===== config.mk =====
export PLATFORM = sky130hd
export DESIGN_NAME = csum_insert
export DESIGN_NICKNAME = d
export VERILOG_FILES = /design/src/rtl/csum_pkg.sv /design/src/rtl/csum_accum.sv /design/src/rtl/csum_pkt_buf.sv /design/src/rtl/csum_insert.sv
export SDC_FILE = /design/constraint.sdc
export NUM_CORES = 1
export LEC_CHECK = 0
export BUFFER_PORTS_ARGS = -buffer_cell sky130_fd_sc_hd__buf_2
export CAP_MARGIN = 20
export CORE_MARGIN = 3
export CORE_UTILIZATION = 35
export DETAILED_ROUTE_END_ITERATION = 6
export PLACE_DENSITY = 0.54
export SYNTH_ARGS = -nofsm -noshare
export SYNTH_HDL_FRONTEND = slang
export SYNTH_SLANG_ARGS = --single-unit

===== constraint.sdc =====
create_clock -name clk -period 6.9 [get_ports clk]
set_input_delay 0.345 -clock clk [delete_from_list [all_inputs] [get_ports clk]]
set_output_delay 0.345 -clock clk [all_outputs]
set_load 0.02 [all_outputs]

===== src/rtl/csum_pkg.sv =====
`timescale 1ns/1ps
package csum_pkg;

    typedef enum logic {
        ST_RECV = 1'b0,
        ST_SEND = 1'b1
    } ins_state_e;

    typedef struct packed {
        logic [15:0] acc;
        logic [7:0]  hi;
    } acc_t;

    // ones-complement add with a single end-around fold
    function automatic logic [15:0] oc_add(input logic [15:0] a, input logic [15:0] b);
        logic [16:0] s;
        s = {1'b0, a} + {1'b0, b};
        return s[15:0] + {15'd0, s[16]};
    endfunction

    function automatic logic [15:0] oc_final(input logic [15:0] acc);
        logic [15:0] r;
        r = ~acc;
        return (r == 16'h0000) ? 16'hFFFF : r;
    endfunction

endpackage


===== src/rtl/csum_accum.sv =====
`timescale 1ns/1ps
module csum_accum
    import csum_pkg::*;
#(
    parameter int OFS_W = 7
) (
    input  logic             clk,
    input  logic             rst_n,
    input  logic             beat,
    input  logic             first,
    input  logic [OFS_W-1:0] pos,
    input  logic [7:0]       data,
    input  logic [OFS_W-1:0] start,
    input  logic [OFS_W-1:0] len,
    input  logic [15:0]      seed,
    output logic [15:0]      sum
);

    acc_t             acc_d, acc_q;
    logic [OFS_W:0]   pos_x, beg_x, end_x;
    logic [OFS_W-1:0] rel;
    logic             in_rng;
    logic [15:0]      base;

    always_comb begin
        acc_d  = acc_q;
        pos_x  = {1'b0, pos};
        beg_x  = {1'b0, start};
        end_x  = beg_x + {1'b0, len};
        in_rng = (pos_x >= beg_x) && (pos_x < end_x);
        rel    = pos - start;
        base   = first ? seed : acc_q.acc;
        if (beat) begin
            acc_d.acc = base;
            if (in_rng) begin
                if (rel[0]) begin
                    acc_d.acc = oc_add(base, {acc_q.hi, data});
                end else if (rel == len - 1'b1) begin
                    acc_d.acc = oc_add(base, {data, 8'h00});
                end else begin
                    acc_d.hi = data;
                end
            end
        end
    end

    always_ff @(posedge clk or negedge rst_n) begin
        if (!rst_n) acc_q <= '0;
        else        acc_q <= acc_d;
    end

    assign sum = acc_q.acc;

endmodule


===== src/rtl/csum_pkt_buf.sv =====
`timescale 1ns/1ps
module csum_pkt_buf #(
    parameter int DEPTH = 64,
    parameter int AW    = 6
) (
    input  logic          clk,
    input  logic          we,
    input  logic [AW-1:0] waddr,
    input  logic [7:0]    wdata,
    input  logic [AW-1:0] raddr,
    output logic [7:0]    rdata
);

    logic [7:0] mem_q [DEPTH];

    always_ff @(posedge clk) begin
        if (we) mem_q[waddr] <= wdata;
    end

    assign rdata = mem_q[raddr];

endmodule


===== src/rtl/csum_insert.sv =====
`timescale 1ns/1ps
module csum_insert
    import csum_pkg::*;
#(
    parameter int MAX_BYTES = 64,
    parameter int NCMD      = 2,
    parameter int OFS_W     = $clog2(MAX_BYTES + 1)
) (
    input  logic                  clk,
    input  logic                  rst_n,
    input  logic                  in_valid,
    output logic                  in_ready,
    input  logic [7:0]            in_data,
    input  logic                  in_sop,
    input  logic                  in_eop,
    input  logic [NCMD-1:0]       cmd_en,
    input  logic [NCMD*OFS_W-1:0] cmd_start,
    input  logic [NCMD*OFS_W-1:0] cmd_len,
    input  logic [NCMD*16-1:0]    cmd_seed,
    input  logic [NCMD*OFS_W-1:0] cmd_ins,
    output logic                  out_valid,
    input  logic                  out_ready,
    output logic [7:0]            out_data,
    output logic                  out_sop,
    output logic                  out_eop,
    output logic [NCMD-1:0]       out_err
);

    localparam int AW = (MAX_BYTES > 1) ? $clog2(MAX_BYTES) : 1;
    localparam logic [OFS_W:0] INS_SPAN = (OFS_W+1)'(2);
    localparam logic [OFS_W-1:0] CAP = OFS_W'(MAX_BYTES);

    typedef struct packed {
        ins_state_e                  st;
        logic [OFS_W-1:0]            cnt;
        logic [OFS_W-1:0]            plen;
        logic [OFS_W-1:0]            rd;
        logic [NCMD-1:0]             en;
        logic [NCMD-1:0][OFS_W-1:0]  start;
        logic [NCMD-1:0][OFS_W-1:0]  len;
        logic [NCMD-1:0][OFS_W-1:0]  ins;
    } ctl_t;

    ctl_t ctl_d, ctl_q;

    logic [NCMD-1:0][OFS_W-1:0] in_start, in_len, in_ins;
    logic [NCMD-1:0][OFS_W-1:0] act_start, act_len;
    logic [NCMD-1:0][15:0]      in_seed, sum_w, res_w;
    logic [NCMD-1:0]            err_w;
    logic                       beat, first, patch_ok;
    logic [OFS_W-1:0]           pos;
    logic [7:0]                 buf_rdata;

    assign beat  = in_valid && in_ready;
    assign first = beat && in_sop;
    assign pos   = in_sop ? '0 : ctl_q.cnt;

    // one accumulator per command, fed by sideband at sop and held fields after
    for (genvar gi = 0; gi < NCMD; gi++) begin : g_cmd
        assign in_start[gi]  = cmd_start[gi*OFS_W +: OFS_W];
        assign in_len[gi]    = cmd_len[gi*OFS_W +: OFS_W];
        assign in_ins[gi]    = cmd_ins[gi*OFS_W +: OFS_W];
        assign in_seed[gi]   = cmd_seed[gi*16 +: 16];
        assign act_start[gi] = first ? in_start[gi] : ctl_q.start[gi];
        assign act_len[gi]   = first ? in_len[gi]   : ctl_q.len[gi];

        csum_accum #(.OFS_W(OFS_W)) u_acc (
            .clk   (clk),
            .rst_n (rst_n),
            .beat  (beat),
            .first (first),
            .pos   (pos),
            .data  (in_data),
            .start (act_start[gi]),
            .len   (act_len[gi]),
            .seed  (in_seed[gi]),
            .sum   (sum_w[gi])
        );

        assign res_w[gi] = oc_final(sum_w[gi]);
        assign err_w[gi] = ctl_q.en[gi] &&
            ((({1'b0, ctl_q.start[gi]} + {1'b0, ctl_q.len[gi]}) > {1'b0, ctl_q.plen}) ||
             (({1'b0, ctl_q.ins[gi]} + INS_SPAN) > {1'b0, ctl_q.plen}));
    end

    assign patch_ok = ~|err_w;

    csum_pkt_buf #(.DEPTH(MAX_BYTES), .AW(AW)) u_buf (
        .clk   (clk),
        .we    (beat && (pos < CAP)),
        .waddr (pos[AW-1:0]),
        .wdata (in_data),
        .raddr (ctl_q.rd[AW-1:0]),
        .rdata (buf_rdata)
    );

    always_comb begin
        ctl_d     = ctl_q;
        in_ready  = (ctl_q.st == ST_RECV);
        out_valid = (ctl_q.st == ST_SEND);
        out_sop   = out_valid && (ctl_q.rd == '0);
        out_eop   = out_valid && (ctl_q.rd == ctl_q.plen - 1'b1);
        out_err   = out_valid ? err_w : '0;
        out_data  = buf_rdata;
        // later commands override earlier ones on shared bytes
        for (int i = 0; i < NCMD; i++) begin
            if (patch_ok && ctl_q.en[i]) begin
                if (ctl_q.rd == ctl_q.ins[i]) begin
                    out_data = res_w[i][15:8];
                end else if ({1'b0, ctl_q.rd} == ({1'b0, ctl_q.ins[i]} + 1'b1)) begin
                    out_data = res_w[i][7:0];
                end
            end
        end

        case (ctl_q.st)
            ST_RECV: begin
                if (beat) begin
                    ctl_d.cnt = pos + 1'b1;
                    if (in_sop) begin
                        ctl_d.en    = cmd_en;
                        ctl_d.start = in_start;
                        ctl_d.len   = in_len;
                        ctl_d.ins   = in_ins;
                    end
                    if (in_eop) begin
                        ctl_d.plen = pos + 1'b1;
                        ctl_d.rd   = '0;
                        ctl_d.st   = ST_SEND;
                    end
                end
            end
            default: begin
                if (out_ready) begin
                    ctl_d.rd = ctl_q.rd + 1'b1;
                    if (out_eop) ctl_d.st = ST_RECV;
                end
            end
        endcase
    end

    always_ff @(posedge clk or negedge rst_n) begin
        if (!rst_n) ctl_q <= '0;
        else        ctl_q <= ctl_d;
    end

endmodule


# Word-level counts from Yosys, hierarchy flattened
# Memory sizes are Yosys's and may differ from the RTL's.
# Cells that the tools add are included.
# W data, S select, Z words.
# word_totals
register_bits,114
output_inout_bits,14
memories,1
ramBits,512
in_bits,90
# classes
n_eq_ne,8
n_mux,37
n_reduce_logical,26
n_lt_le_gt_ge,9
bitwise_logic,7
add_sub_neg,23
# memory_table
name,depth,word_bits,read_ports,rd_ports_with_merged_regs,wr,line,rtl
u_buf.mem_q,64,8,1,0,1,csum_pkt_buf.sv:14,logic [7:0] mem_q [DEPTH];
# ops
operator,count
$mux W16,8
$mux W8,10
$add A16 B16 Y17,4
$mux W66,1
$add A16 B1 Y16,4
$mux W7,7
$mux W24,2
$mux W44,1
$eq A7 B7 Y1,5
$add A7 B7 Y8,4
$gt A8 B7 Y1,4
$logic_not A16 Y1,2
$not A16 Y16,2
$sub A7 B1 Y7 const B,3
$add A7 B1 Y8 const B,2
$add A7 B2 Y8 const B,2
$eq A7 B8 Y1,2
$lt A7 B8 Y1,2
$add A7 B1 Y7 const B,2
$ge A7 B7 Y1,2
$mux W14,1
$sub A7 B7 Y7,2
$logic_and A1 B1 Y1,11
$reduce_and A3 Y1,3
12 further kinds,24

# Depth between registers and ports, before layout
# logic_depth
depth_word,11
ltp_mapped,27
mapped_depth_nobuf,22

# By module
# From an unflattened synthesis, not the netlist that was laid out.
# hier_totals
cells_unflattened,2564
hier_area_um2,34180.3
# by_module_without_submodules
module,n_inst,area_each_um2,cells_per_inst
csum_pkt_buf,1,20006.7,932
csum_insert,1,5809.3,615
csum_accum at g_cmd[1].u_acc,1,4281.6,523
csum_accum at g_cmd[0].u_acc,1,4082.7,494

# Least setup slack after synthesis
# Ideal clock, no wire load.
# synth_path
kind,reg-to-reg
start,"register ctl_q, in the netlist out_valid"
end,"register g_cmd[1].u_acc.acc_q, in the netlist g_cmd[1].u_acc.sum[14]"
path_buffers,6
required_time_ns,6.779
slack_ns,1.105
arrival_ns,5.674
setup_ns,0.121
path_stages_with_launch,27
path_cell_list,dfrtp_1 -> buf_4 -> and3b_1 -> buf_2 -> buf_4 -> buf_2 -> clkbuf_1 -> clkbuf_1 -> mux2i_1 -> inv_1 -> ha_1 -> nand2_1 -> a2111oi_0 -> nor2_1 -> nor2b_1 -> o21ai_0 -> a21boi_0 -> o21ai_0 -> nand2b_1 -> ha_1 -> ha_1 -> nand2_1 -> nor4b_1 -> a41oi_1 -> a311oi_1 -> a211oi_1 -> o22a_1
# synth_via
elab_chain_cells,9
elab_cells_between_ends,20
# synth_rtl
element,line,rtl
start: declaration,csum_insert.sv:44,"ctl_t ctl_d, ctl_q;"
start signal: assignment,csum_insert.sv:144,else ctl_q <= ctl_d;
$not A1 Y1 (no line) *,-,
$logic_and A1 B1 Y1 *,csum_insert.sv:54,assign beat = in_valid && in_ready;
$logic_and A1 B1 Y1,csum_insert.sv:55,assign first = beat && in_sop;
$mux W16 (tied with other cells),csum_accum.sv:32,base = first ? seed : acc_q.acc;
$add A16 B16 Y17 (tied with other cells),csum_pkg.sv:17,"s = {1'b0, a} + {1'b0, b};"
$add A16 B1 Y16 or $eq A7 B7 Y1 (tied branches),"csum_pkg.sv:18, csum_accum.sv:38",
$mux W16,csum_accum.sv:38,end else if (rel == len - 1'b1) begin
$mux W16,csum_accum.sv:36,if (rel[0]) begin
$mux W24,csum_accum.sv:35,if (in_rng) begin
end signal: assignment,csum_accum.sv:48,if (!rst_n) acc_q <= '0;
end signal: assignment,csum_accum.sv:49,else acc_q <= acc_d;
end: declaration,csum_accum.sv:19,"acc_t acc_d, acc_q;"
# Mark *: on every way between the ends. The rest lies on a longest branch, timed or not.
# A chain may end at the register's enable or synchronous reset.

# Final worst setup path
# Same ends and word-level chain as after synthesis.

==> flow_metrics.py <==
metrics = {
    "drt": {
        "ant_nets": 0,
        "drt_wl_total_mm": 95.5,
        "drc": 0,
        "wl_per_cell_um": 24.2,
        "route.vias.total": 22082,
        "first_pass_iters": 5,
        "drt_iter0_drc": 2001,
        "viasPerCell": 5.59,
    },
    "synthesis": {
        "synth_nets": 2744,
        "ys_seq_area_frac": 0.554,
        "synth_seq_cells": 626,
        "synthCells": 2496,
        "async_flop_share": 0.182,
        "synth-edff-count": 512,
        "synthFlopType": "edfxtp_1",
        "synthesis.area_um2": 32900,
        "synth_cell_types": 79,
        "ys_warn_count": 0,
        "syn_area_per_cell_um2": 13.2,
    },
    "layout": {
        "seqCellArea_um2": 18200,
        "fin_util": 0.408,
        "multi_input_area_um2": 14000,
        "fill_cells": 8639,
        "drive_above_1_share": 0.175,
        "finalNetCount": 2898,
        "area_growth_syn_to_layout_pct": 14.5,
    },
    "floorplanning": {
        "ioPinCount": 104,
        "die_x_um": 313,
        "start_util": 0.356,
        "num_rows": 111,
        "coreArea_um2": 92500,
        "design.die.area_um2": 97800,
        "die_h_um": 313,
    },
    "clock_tree": {
        "cts_buffer_depth": 3,
        "cts.sinks": 626,
        "htree_levels": 3,
        "clk_pin_slew_ns": 0.07,
        "post_cts_resized": 0,
        "cts_buffers": 69,
        "cts_tree": "yes",
        "cts_root_buffer": "clkbuf_16",
        "clk-insertion-delay-late_ns": 0.62,
    },
    "flow_run": {
        "cap_violations": 0,
    },
    "timing": {
        "finalHoldViolations": 0,
        "period_needed_ns": 6.28,
        "finalSetupViolCount": 0,
        "relSlewSlack": 0.203,
        "finClkSkew_ns": 0.0236,
        "report.final.slew_viol_count": 0,
        "tightest_slew_ns": 1.16,
        "setup_tns_ns": 0,
        "fin_crit_sh": 0.910,
        "fmax_ghz": 0.159,
        "rsz0062_at_grt": "false",
    },
    "power_and_ir_drop": {
        "clkPwrFrac": 0.221,
        "comb_power_share": 0.491,
        "p_per_area_nw_per_um2": 445,
        "seq_power_share": 0.288,
        "swShare": 0.401,
        "ir_drop_v": 0.000289,
        "leakagePower_nw": 13.5,
        "power_switching_w": 0.00672,
        "p_int_w": 0.0101,
    },
    "worst_setup_path": {
        "required_ns": 7.42,
        "cp.arrival_ns": 6.80,
        "cp-start-kind": "flop",
        "crit_path_end_kind": "flop",
        "cp_max_fo": 12,
        "critical_path_class": "reg2reg",
    },
    "global_route": {
        "grt_pass1_vias": 21905,
        "grt_antenna_before_repair": 5,
        "grt_pass1_wl_mm": 143,
        "grt-ovfl-total": 0,
        "grt_max_degree": 126,
        "grtUsageTotal": 0.192,
    },
    "placed_design": {
        "port_buffers": 103,
        "dp_hpwl_mm": 65.7,
        "routabilityCongestion": 0.936,
    },
    "hold_path": {
        "hp-class": "in2reg",
    },
    "outcome": {
        "status": "finished, final reports clean",
    },
}
==> worst max-delay path, stage by stage (launching register included) <==
cell and delay, ns:
dfrtp_1 0.37, and3b_4 0.45, mux2i_1 0.37, inv_1 0.14, ha_1 0.40, and3_1 0.20, a22oi_1 0.15, a2111oi_0 1.06
nor2_1 0.17, nor2b_1 0.17, o21ai_0 0.08, a21boi_0 0.16, o21ai_0 0.09, nand2b_1 0.14, ha_1 0.21, ha_1 0.22
nand2_1 0.12, nor4b_1 0.88, a41oi_1 0.20, a311oi_1 0.33, a211oi_1 0.09, o22a_1 0.17
==> cells in the final DEF, fill, tap and decap left out, types with 11 or more instances in the layout <==
cell type,n
o22ai_1,24
o21a_1,14
a211oi_1,15
mux2i_1,18
buf_4,43
o21bai_1,19
clkbuf_16,69
buf_2,102
a21oi_1,100
ha_1,148
nor4_1,13
xor2_1,64
and3_1,15
nor3_1,52
mux2_2,31
nand4_1,30
or4_1,11
xnor2_1,85
nand2b_1,18
dlygate4sd3_1,43
or3_1,17
nor2b_1,27
clkinv_1,18
nand2_1,287
inv_1,78
nor2_1,162
dfrtp_1,110
a31oi_1,14
edfxtp_1,512
mux4_2,168
o21ai_0,94
nand3_1,54
a21o_1,30
o211ai_1,14
==> cells by family (layout without fill, tap and decap cells) <==
group                    Yosys count  in the layout  synth area share
AND/OR/NAND/NOR                  729            729             0.103
flip-flops                       626            626             0.554
AO/OA/AOI/OAI                    421            421            0.0833
multiplexers                     218            218             0.131
buffers and inverters            188            394            0.0221
adder cells (fa/ha/maj)          158            158            0.0623
XOR/XNOR                         156            156            0.0445
other                              0              3                 0
==> sequential cells by signal (all words and copies together), names as in the netlist <==
signal and flops:
out_valid 1, g_cmd.u_acc.sum 32, ctl_q 65, u_buf.mem_q 512, g_cmd.u_acc.acc_q 16
==> layer usage <==
layer	track usage	wire length [um]	up-vias	share of wire
met2	0.306	44400	726	0.46
met1	0.275	42500	11288	0.44
met4	0.0462	2380	2	0.025
met5	0	15	-	0.00016
met3	0.0341	6250	145	0.065
li1	-	-	9921	-
==> power by group through the flow <==
stage	sequential (W)	clock (W)	combinational [W]
after floorplan	0.00467	0	0.00599
after global placement	0.00489	0	0.00800
after global routing	0.00488	0.00393	0.00902
final	0.00483	0.00371	0.00823
after detailed placement	0.00489	0	0.00814
after CTS	0.00482	0.00378	0.00821
==> cell type report <==
type,instances,share of cell area
antenna,3,0.000199
inverter,80,0.00797
clock inverter,44,0.0134
tap,1243,0.0413
sequential,626,0.484
clock buffer,79,0.0468
multi-input combinational,1682,0.372
timing repair buffer,191,0.0349
==> worst paths after layout <==
path                                       start                             endpoint  slack [ns]  cells past startpoint
hold reg to reg            ctl_q[32]$_DFFE_PN0P_                ctl_q[32]$_DFFE_PN0P_        0.50                      2
setup reg to reg             out_valid$_DFF_PN0_   g_cmd[1].u_acc.sum[14]$_DFFE_PN0N_        0.62                     21
hold / removal                        cmd_len[3]                ctl_q[17]$_DFFE_PN0P_        0.03                      3
max in group asynchronous                  rst_n  g_cmd[0].u_acc.acc_q[1]$_DFFE_PN0P_        5.10                      3
setup / recovery             out_valid$_DFF_PN0_   g_cmd[1].u_acc.sum[14]$_DFFE_PN0N_        0.62                     21
min in group asynchronous                  rst_n                 ctl_q[2]$_DFFE_PN0P_        0.46                      2
==> synth_stat cells, types with 31 or more instances <==
master / instances / area, um^2
mux4_2: 168 / 3780
xnor2_1: 85 / 744
edfxtp_1: 512 / 15400
nand3_1: 54 / 270
nor3_1: 53 / 265
ha_1: 148 / 1850
inv_1: 78 / 293
o21ai_0: 94 / 470
dfrtp_1: 114 / 2850
a21oi_1: 100 / 500
nand2_1: 288 / 1080
nor2_1: 162 / 608
mux2_2: 31 / 349
xor2_1: 64 / 561
clkbuf_1: 77 / 289
==> what timing repair did <==
item                      in CTS  in global routing
buffers inserted               0                  0
hold buffers                  43                  0
hold endpoints to repair     107                  0
==> through the flow <==
stage	hold slack (ns)	total power, W	cell area [um^2]	setup WS (ns)	cells
after floorplan	0.0494	0.0107	32900	1.11	2496
after global placement	0.485	0.0129	35000	0.964	3778
after detailed placement	0.492	0.0130	35000	0.684	3778
after CTS	0.00120	0.0168	37700	0.868	3944
after global routing	0.0207	0.0178	37700	0.305	3946
final	0.0338	0.0168	37700	0.619	3948
Power figures use the tool's default switching activity.
